$ cat config.mk
export PLATFORM = sky130hd
export DESIGN_NAME = raster_field_seq
export DESIGN_NICKNAME = d
export VERILOG_FILES = /design/src/rtl/raster_seq_pkg.sv /design/src/rtl/raster_line_ctr.sv /design/src/rtl/raster_cmp.sv /design/src/rtl/field_seq.sv /design/src/rtl/raster_field_seq.sv
export SDC_FILE = /design/constraint.sdc
export NUM_CORES = 1
export LEC_CHECK = 0
export ABC_AREA = 1
export BUFFER_PORTS_ARGS = -buffer_cell sky130_fd_sc_hd__buf_2
export CAP_MARGIN = 20
export CORE_MARGIN = 10
export CORE_UTILIZATION = 32
export DETAILED_ROUTE_END_ITERATION = 6
export SETUP_SLACK_MARGIN = 0.1
export SLEW_MARGIN = 10
export SYNTH_ARGS = -nofsm -noshare
export SYNTH_HDL_FRONTEND = slang
export SYNTH_HIERARCHICAL = 1
export SYNTH_SLANG_ARGS = --single-unit
$ cat constraint.sdc
create_clock -name clk -period 2.1 [get_ports clk]
set_input_delay 0.105 -clock clk [delete_from_list [all_inputs] [get_ports clk]]
set_output_delay 0.105 -clock clk [all_outputs]
set_load 0.01 [all_outputs]
$ cat src/rtl/raster_seq_pkg.sv
package raster_seq_pkg;
    typedef enum logic [2:0] {
        RS_CMP_LO = 3'd0,
        RS_CTRL   = 3'd1,
        RS_STAT   = 3'd2,
        RS_MASK   = 3'd3,
        RS_MEMSEL = 3'd4
    } rs_addr_e;
endpackage

$ cat src/rtl/raster_line_ctr.sv
module raster_line_ctr #(
    parameter int LINES = 262,
    parameter int LW    = 9
) (
    input  logic          clk,
    input  logic          rst_n,
    input  logic          line_en,
    output logic [LW-1:0] line_q,
    output logic [LW-1:0] line_nxt
);
    localparam logic [LW-1:0] LAST = LW'(LINES - 1);

    typedef struct packed {
        logic [LW-1:0] line;
    } lc_t;

    lc_t st_d, st_q;

    always_comb begin
        st_d     = st_q;
        line_nxt = (st_q.line == LAST) ? '0 : st_q.line + 1'b1;
        if (line_en) st_d.line = line_nxt;
    end

    always_ff @(posedge clk) begin
        if (!rst_n) st_q <= '0;
        else        st_q <= st_d;
    end

    assign line_q = st_q.line;

    assert_wrap_R1: assert property (@(posedge clk) disable iff (!rst_n)
        (line_en && line_q == LAST) |=> (line_q == '0));
    assert_hold_R2: assert property (@(posedge clk) disable iff (!rst_n)
        !line_en |=> $stable(line_q));
endmodule

$ cat src/rtl/raster_cmp.sv
module raster_cmp #(
    parameter int LW = 9
) (
    input  logic          clk,
    input  logic          rst_n,
    input  logic          line_en,
    input  logic [LW-1:0] line_nxt,
    input  logic [LW-1:0] cmp_line,
    input  logic          clr,
    output logic          match,
    output logic          stat_q
);
    typedef struct packed {
        logic stat;
    } cmp_t;

    cmp_t st_d, st_q;

    always_comb begin
        st_d  = st_q;
        match = line_en && (line_nxt == cmp_line);
        if (clr)   st_d.stat = 1'b0;
        if (match) st_d.stat = 1'b1;
    end

    always_ff @(posedge clk) begin
        if (!rst_n) st_q <= '0;
        else        st_q <= st_d;
    end

    assign stat_q = st_q.stat;

    assert_set_R3: assert property (@(posedge clk) disable iff (!rst_n)
        match |=> stat_q);
    assert_clear_R5: assert property (@(posedge clk) disable iff (!rst_n)
        (clr && !match) |=> !stat_q);
    assert_once_R6: assert property (@(posedge clk) disable iff (!rst_n)
        match |=> !match);
endmodule

$ cat src/rtl/field_seq.sv
module field_seq #(
    parameter int         CW         = 8,
    parameter int         SWEEP_LOAD = 90,
    parameter logic [3:0] FIELD2_SEL = 4'h9,
    parameter logic [7:0] MEM_RST    = 8'h15
) (
    input  logic       clk,
    input  logic       rst_n,
    input  logic       match,
    input  logic       mask_we,
    input  logic       mask_bit,
    input  logic       mem_we,
    input  logic [7:0] mem_wdata,
    output logic       mask_q,
    output logic [7:0] mem_q,
    output logic       start_q
);
    typedef struct packed {
        logic [CW-1:0] cnt;
        logic          mask;
        logic [7:0]    mem;
        logic          start;
    } fs_t;

    fs_t st_d, st_q;

    always_comb begin
        st_d       = st_q;
        st_d.start = 1'b0;
        if (match && st_q.mask && st_q.cnt != '0) begin
            st_d.cnt = st_q.cnt - 1'b1;
            if (st_q.cnt == CW'(1)) begin
                st_d.mask  = 1'b0;
                st_d.start = 1'b1;
                st_d.mem   = {FIELD2_SEL, st_q.mem[3:0]};
            end
        end
        if (mem_we) st_d.mem = mem_wdata;
        if (mask_we) begin
            st_d.mask = mask_bit;
            if (mask_bit) st_d.cnt = CW'(SWEEP_LOAD);
        end
    end

    always_ff @(posedge clk) begin
        if (!rst_n) begin
            st_q.cnt   <= CW'(SWEEP_LOAD);
            st_q.mask  <= 1'b0;
            st_q.mem   <= MEM_RST;
            st_q.start <= 1'b0;
        end else begin
            st_q <= st_d;
        end
    end

    assign mask_q  = st_q.mask;
    assign mem_q   = st_q.mem;
    assign start_q = st_q.start;

    assert_count_R7: assert property (@(posedge clk) disable iff (!rst_n)
        (match && st_q.mask && !mask_we && st_q.cnt > CW'(1)) |=> (st_q.cnt == $past(st_q.cnt) - 1'b1));
    assert_pulse_R8: assert property (@(posedge clk) disable iff (!rst_n)
        start_q |=> !start_q);
    assert_maskoff_R8: assert property (@(posedge clk) disable iff (!rst_n)
        (start_q && !$past(mask_we)) |-> !mask_q);
    assert_keep_low_R8: assert property (@(posedge clk) disable iff (!rst_n)
        (start_q && !$past(mem_we)) |-> (mem_q == {FIELD2_SEL, $past(mem_q[3:0])}));
endmodule

$ cat src/rtl/raster_field_seq.sv
module raster_field_seq
    import raster_seq_pkg::*;
#(
    parameter int         LINES      = 262,
    parameter int         SWEEP_LOAD = 90,
    parameter logic [3:0] FIELD2_SEL = 4'h9,
    localparam int        LW         = $clog2(LINES),
    localparam int        CW         = $clog2(SWEEP_LOAD + 1)
) (
    input  logic          clk,
    input  logic          rst_n,
    input  logic          line_en,
    input  logic          wr_en,
    input  logic [2:0]    addr,
    input  logic [7:0]    wdata,
    output logic [7:0]    rdata,
    output logic          irq,
    output logic          timer_start,
    output logic [3:0]    field_sel,
    output logic [LW-1:0] line_num
);
    typedef struct packed {
        logic [7:0] lo;
        logic       hi;
    } cmp_reg_t;

    cmp_reg_t cr_d, cr_q;
    logic [LW-1:0] line_nxt, cmp_line;
    logic          match, stat_q, mask_q, stat_clr, mask_we, mem_we;
    logic [7:0]    mem_q;

    always_comb begin
        cr_d     = cr_q;
        stat_clr = 1'b0;
        mask_we  = 1'b0;
        mem_we   = 1'b0;
        if (wr_en) begin
            case (addr)
                RS_CMP_LO: cr_d.lo  = wdata;
                RS_CTRL:   cr_d.hi  = wdata[7];
                RS_STAT:   stat_clr = wdata[0];
                RS_MASK:   mask_we  = 1'b1;
                RS_MEMSEL: mem_we   = 1'b1;
                default: ;
            endcase
        end
    end

    always_ff @(posedge clk) begin
        if (!rst_n) cr_q <= '{lo: 8'hFA, hi: 1'b0};
        else        cr_q <= cr_d;
    end

    assign cmp_line = LW'({cr_q.hi, cr_q.lo});

    raster_line_ctr #(.LINES(LINES), .LW(LW)) u_line (
        .clk(clk), .rst_n(rst_n), .line_en(line_en),
        .line_q(line_num), .line_nxt(line_nxt)
    );

    raster_cmp #(.LW(LW)) u_cmp (
        .clk(clk), .rst_n(rst_n), .line_en(line_en), .line_nxt(line_nxt),
        .cmp_line(cmp_line), .clr(stat_clr), .match(match), .stat_q(stat_q)
    );

    field_seq #(.CW(CW), .SWEEP_LOAD(SWEEP_LOAD), .FIELD2_SEL(FIELD2_SEL), .MEM_RST(8'h15)) u_seq (
        .clk(clk), .rst_n(rst_n), .match(match), .mask_we(mask_we),
        .mask_bit(wdata[0]), .mem_we(mem_we), .mem_wdata(wdata),
        .mask_q(mask_q), .mem_q(mem_q), .start_q(timer_start)
    );

    assign irq       = stat_q & mask_q;
    assign field_sel = mem_q[7:4];

    always_comb begin
        case (addr)
            RS_CMP_LO: rdata = cr_q.lo;
            RS_CTRL:   rdata = {cr_q.hi, 7'b0};
            RS_STAT:   rdata = {stat_q & mask_q, 6'b0, stat_q};
            RS_MASK:   rdata = {7'b0, mask_q};
            RS_MEMSEL: rdata = mem_q;
            default:   rdata = 8'h00;
        endcase
    end

    assert_irq_needs_match_R4: assert property (@(posedge clk) disable iff (!rst_n)
        $rose(irq) |-> ($past(match) || $past(mask_we)));
    assert_start_on_line_R8: assert property (@(posedge clk) disable iff (!rst_n)
        timer_start |-> (line_num == cmp_line || $past(wr_en)));
endmodule

==> impl_metrics.json <==
{
  "status": "finished, violations left",
  "violations": "negative setup slack",
  "cts.htree.levels": 2,
  "r2r_end": "u_seq/mem_q[4]$_SDFFE_PN1P_",
  "grtUsageMet3_pct": 3.228,
  "r2r.worst_path.cells": 17,
  "crit_start": "u_line/line_q[0]$_SDFFE_PN0P_",
  "cts_buffers": 5,
  "yosysWarnings": 6,
  "global_route.usage.met2_pct": 19.24,
  "clk_pin_slew_ns": 0.08,
  "routed_wirelength_um": 5843,
  "cts_hold_buf": 0,
  "crit_path_frequent_cell": "nand2_1",
  "antenna_found_initial": 0,
  "p_sw_uw": 454.2,
  "synthTopCellsByArea": "dfxtp_1 (31%), nand2_1 (14%), inv_1 (9.8%)",
  "tightest_slew_ns": 0.4759,
  "worst_path_max_delay_cell": "dfxtp_4",
  "start_util_pct": 32.66,
  "vias": 2298,
  "synth_area_per_cell_um2": 6.474,
  "p_per_area_mw_per_mm2": 524.1,
  "maxSlewViolCount": 0,
  "ant_nets": 0,
  "yosysUniqueCellTypes": 33,
  "grt_pass1_vias": 2240,
  "holdPathStages": 3,
  "synth-main-ff-cell": "dfxtp_1",
  "viasPerCell": 4.560,
  "syn_area_mm2": 0.002343,
  "synthTopCellsByCount": "nand2_1 (89), inv_1 (61), nand3_1 (42), dfxtp_1 (36), nor2_1 (31)",
  "setup_viol": 4,
  "clock-sinks": 36,
  "critical_path_arrival_ns": 2.29,
  "r2r-start": "u_line/line_q[0]$_SDFFE_PN0P_",
  "yosysSeqAreaShare_pct": 30.75,
  "busiest_layer": "met2",
  "clock-root-buffer": "clkbuf_8",
  "drive_gt1_share_pct": 30.37,
  "cp-end-kind": "flop",
  "p_seq_share_pct": 49.1,
  "use_met1_pct": 10.99,
  "yosysTopAreaCellShare_pct": 30.75,
  "fp-row-count": 31,
  "start_kind": "flop",
  "numPortBuffers": 37,
  "yosysMostFrequentCell": "nand2_1",
  "die_area_mm2": 0.01115,
  "ff2ff_setup_slack_ns": -0.02,
  "crit_chain": "buf_4, nand3_4, inv_2, nand2_1, o21ai_2, inv_1, nand2_1, nand2_1, nor2_1, nand3_1, nor2_2, nand2_1, inv_2, buf_6, nand3_4, nand3_2, nand3_2",
  "rsz0062_at_grt": "true",
  "clock.fmax_mhz": 472.3,
  "areaGrowthSynthToFinish_pct": 21.52,
  "slowest_delay_ns": 0.39,
  "die_w_um": 105.6,
  "preCtsSetupSlack_ns": -0.1377,
  "nets": 424,
  "worst_slew_margin_rel_pct": 68.27,
  "coreArea_mm2": 0.007176,
  "crit_fanout": 6,
  "max-clock-path-buffers": 2,
  "ys_ff_latch": 36,
  "hold_viol_final": 0,
  "maxCapViolCount": 0,
  "grt_pass1_wl_um": 9936,
  "max-vdd-ir-drop_mv": 0.2700,
  "setup.worst_path.end": "u_seq/mem_q[4]$_SDFFE_PN1P_",
  "post-route-util_pct": 39.69,
  "cts_tree": "yes",
  "drtPass1Iterations": 4,
  "synth_edf_count": 0,
  "p_comb_share_pct": 16.9,
  "grt_max_degree": 27,
  "insertion_delay_ns": 0.29,
  "totalPowerFinal_uw": 1493,
  "pin_count": 38,
  "gp_congestion": 0.8578,
  "synthCells": 362,
  "pwr-share-clk_pct": 34.0,
  "dp_hpwl_um": 4558,
  "swShare_pct": 30.43,
  "yosysTopAreaCell": "dfxtp_1",
  "cp.required_ns": 2.27,
  "period_minus_slack_ns": 2.117,
  "die_h_um": 105.6,
  "drt_iter0_markers": 84,
  "leakage_uw": 0.001465,
  "post-route-period-util_pct": 100.8,
  "drc": 0,
  "async_flop_share_pct": 0,
  "wl_per_cell_um": 11.59,
  "grt_overflow_total": 0,
  "setup_tns_ns": -0.03619,
  "fin_skew_ns": 0.009285,
  "grt_usage_pct": 10.47,
  "syn_nets": 382,
  "p_int_uw": 1038,
  "diodes": 0,
  "worstSetupPathType": "reg -> reg",
  "min_path_type": "in -> reg",
  "worst_slack_ns": -0.01725
}
layer usage:
| layer | vias to the layer above | wire, um |
|---|---|---|
| met5 | - | 0 |
| met4 | 0 | 89 |
| met3 | 9 | 333 |
| met2 | 45 | 2997 |
| met1 | 1030 | 2423 |
| li1 | 1214 | - |
metrics by stage:
| step | instances | hold WS (ns) | area, um2 |
|---|---|---|---|
| 6_report | 504 | 0.04005 | 2848 |
| 5_1_grt | 504 | 0.05084 | 2848 |
| 4_1_cts | 503 | 0.03709 | 2790 |
| 3_5_place_dp | 492 | 0.3469 | 2613 |
| 3_3_place_gp | 492 | 0.3461 | 2613 |
| 2_1_floorplan | 362 | 0.1891 | 2346 |
repair_timing:
item                       CTS  global route
buffers inserted             3             1
pin swaps                   10            17
setup endpoints to repair   13            13
gates resized for setup     19            20
gates cloned                 0             0
cell usage in the layout, fill, tap and decap left out, drive strengths merged, types with 5 or more instances in the layout:
cell type	count
nand2	94
o21ai	16
a21oi	14
nand4	14
clkbuf	5
buf	53
inv	66
ha	5
nand3	48
dfxtp	36
nor2	41
power by group through the flow:
stage	logic (uW)	registers, uW	clock network, uW
after floorplan	156	749	0
after global routing	287	738	557
after detailed placement	240	747	0
final	252	733	507
after global placement	239	746	0
after CTS	248	732	529
area by class of cell:
cell class / instances / area (um2)
Timing Repair Buffer: 53 / 309.0
Clock inverter: 3 / 23.77
Multi-Input combinational cell: 242 / 1341
Fill cell: 763 / 4328
Clock buffer: 5 / 68.82
Tap cell: 99 / 123.9
Inverter: 66 / 247.7
Sequential cell: 36 / 733.2
flip-flops by register name (all words and copies together), names as in the netlist:
| register | cells |
|---|---|
| u_seq/start_q | 1 |
| u_cmp/stat_q | 1 |
| u_seq/mask_q | 1 |
| u_seq/st_q | 7 |
| u_seq/mem_q | 8 |
| cmp_line | 9 |
| u_line/line_q | 9 |
logic make-up (layout without fill, tap and decap cells):
logic type | after synthesis | in the layout | share of synthesized area [%]
AO/OA/AOI/OAI | 32 | 32 | 7.689
XOR/XNOR | 3 | 3 | 1.121
buffers and inverters | 84 | 127 | 16.23
adder cells (fa/ha/maj) | 5 | 5 | 2.670
AND/OR/NAND/NOR | 202 | 202 | 41.54
flip-flops | 36 | 36 | 30.75
worst min path at each step:
| stage | from | end | slack, ns |
|---|---|---|---|
| 4_1_cts | wdata[2] | u_seq/mem_q[2]$_SDFFE_PN1P_ | 0.04 |
| 3_5_place_dp | wdata[2] | u_seq/mem_q[2]$_SDFFE_PN1P_ | 0.35 |
| 5_1_grt | wdata[2] | u_seq/mem_q[2]$_SDFFE_PN1P_ | 0.05 |
| 6_report | wdata[2] | u_seq/mem_q[2]$_SDFFE_PN1P_ | 0.04 |
| 3_3_place_gp | wdata[2] | u_seq/mem_q[2]$_SDFFE_PN1P_ | 0.35 |
| 2_1_floorplan | rst_n | u_seq/mem_q[4]$_SDFFE_PN1P_ | 0.19 |
worst max-delay path, delay by kind of cell (launching register included):
kind                   cells  cell delay, ns
AO/OA/AOI/OAI              1            0.16
buffers and inverters      5            0.45
flip-flops                 1            0.39
AND/OR/NAND/NOR           11            1.00
Note: power is estimated with default switching activity, not from simulation.
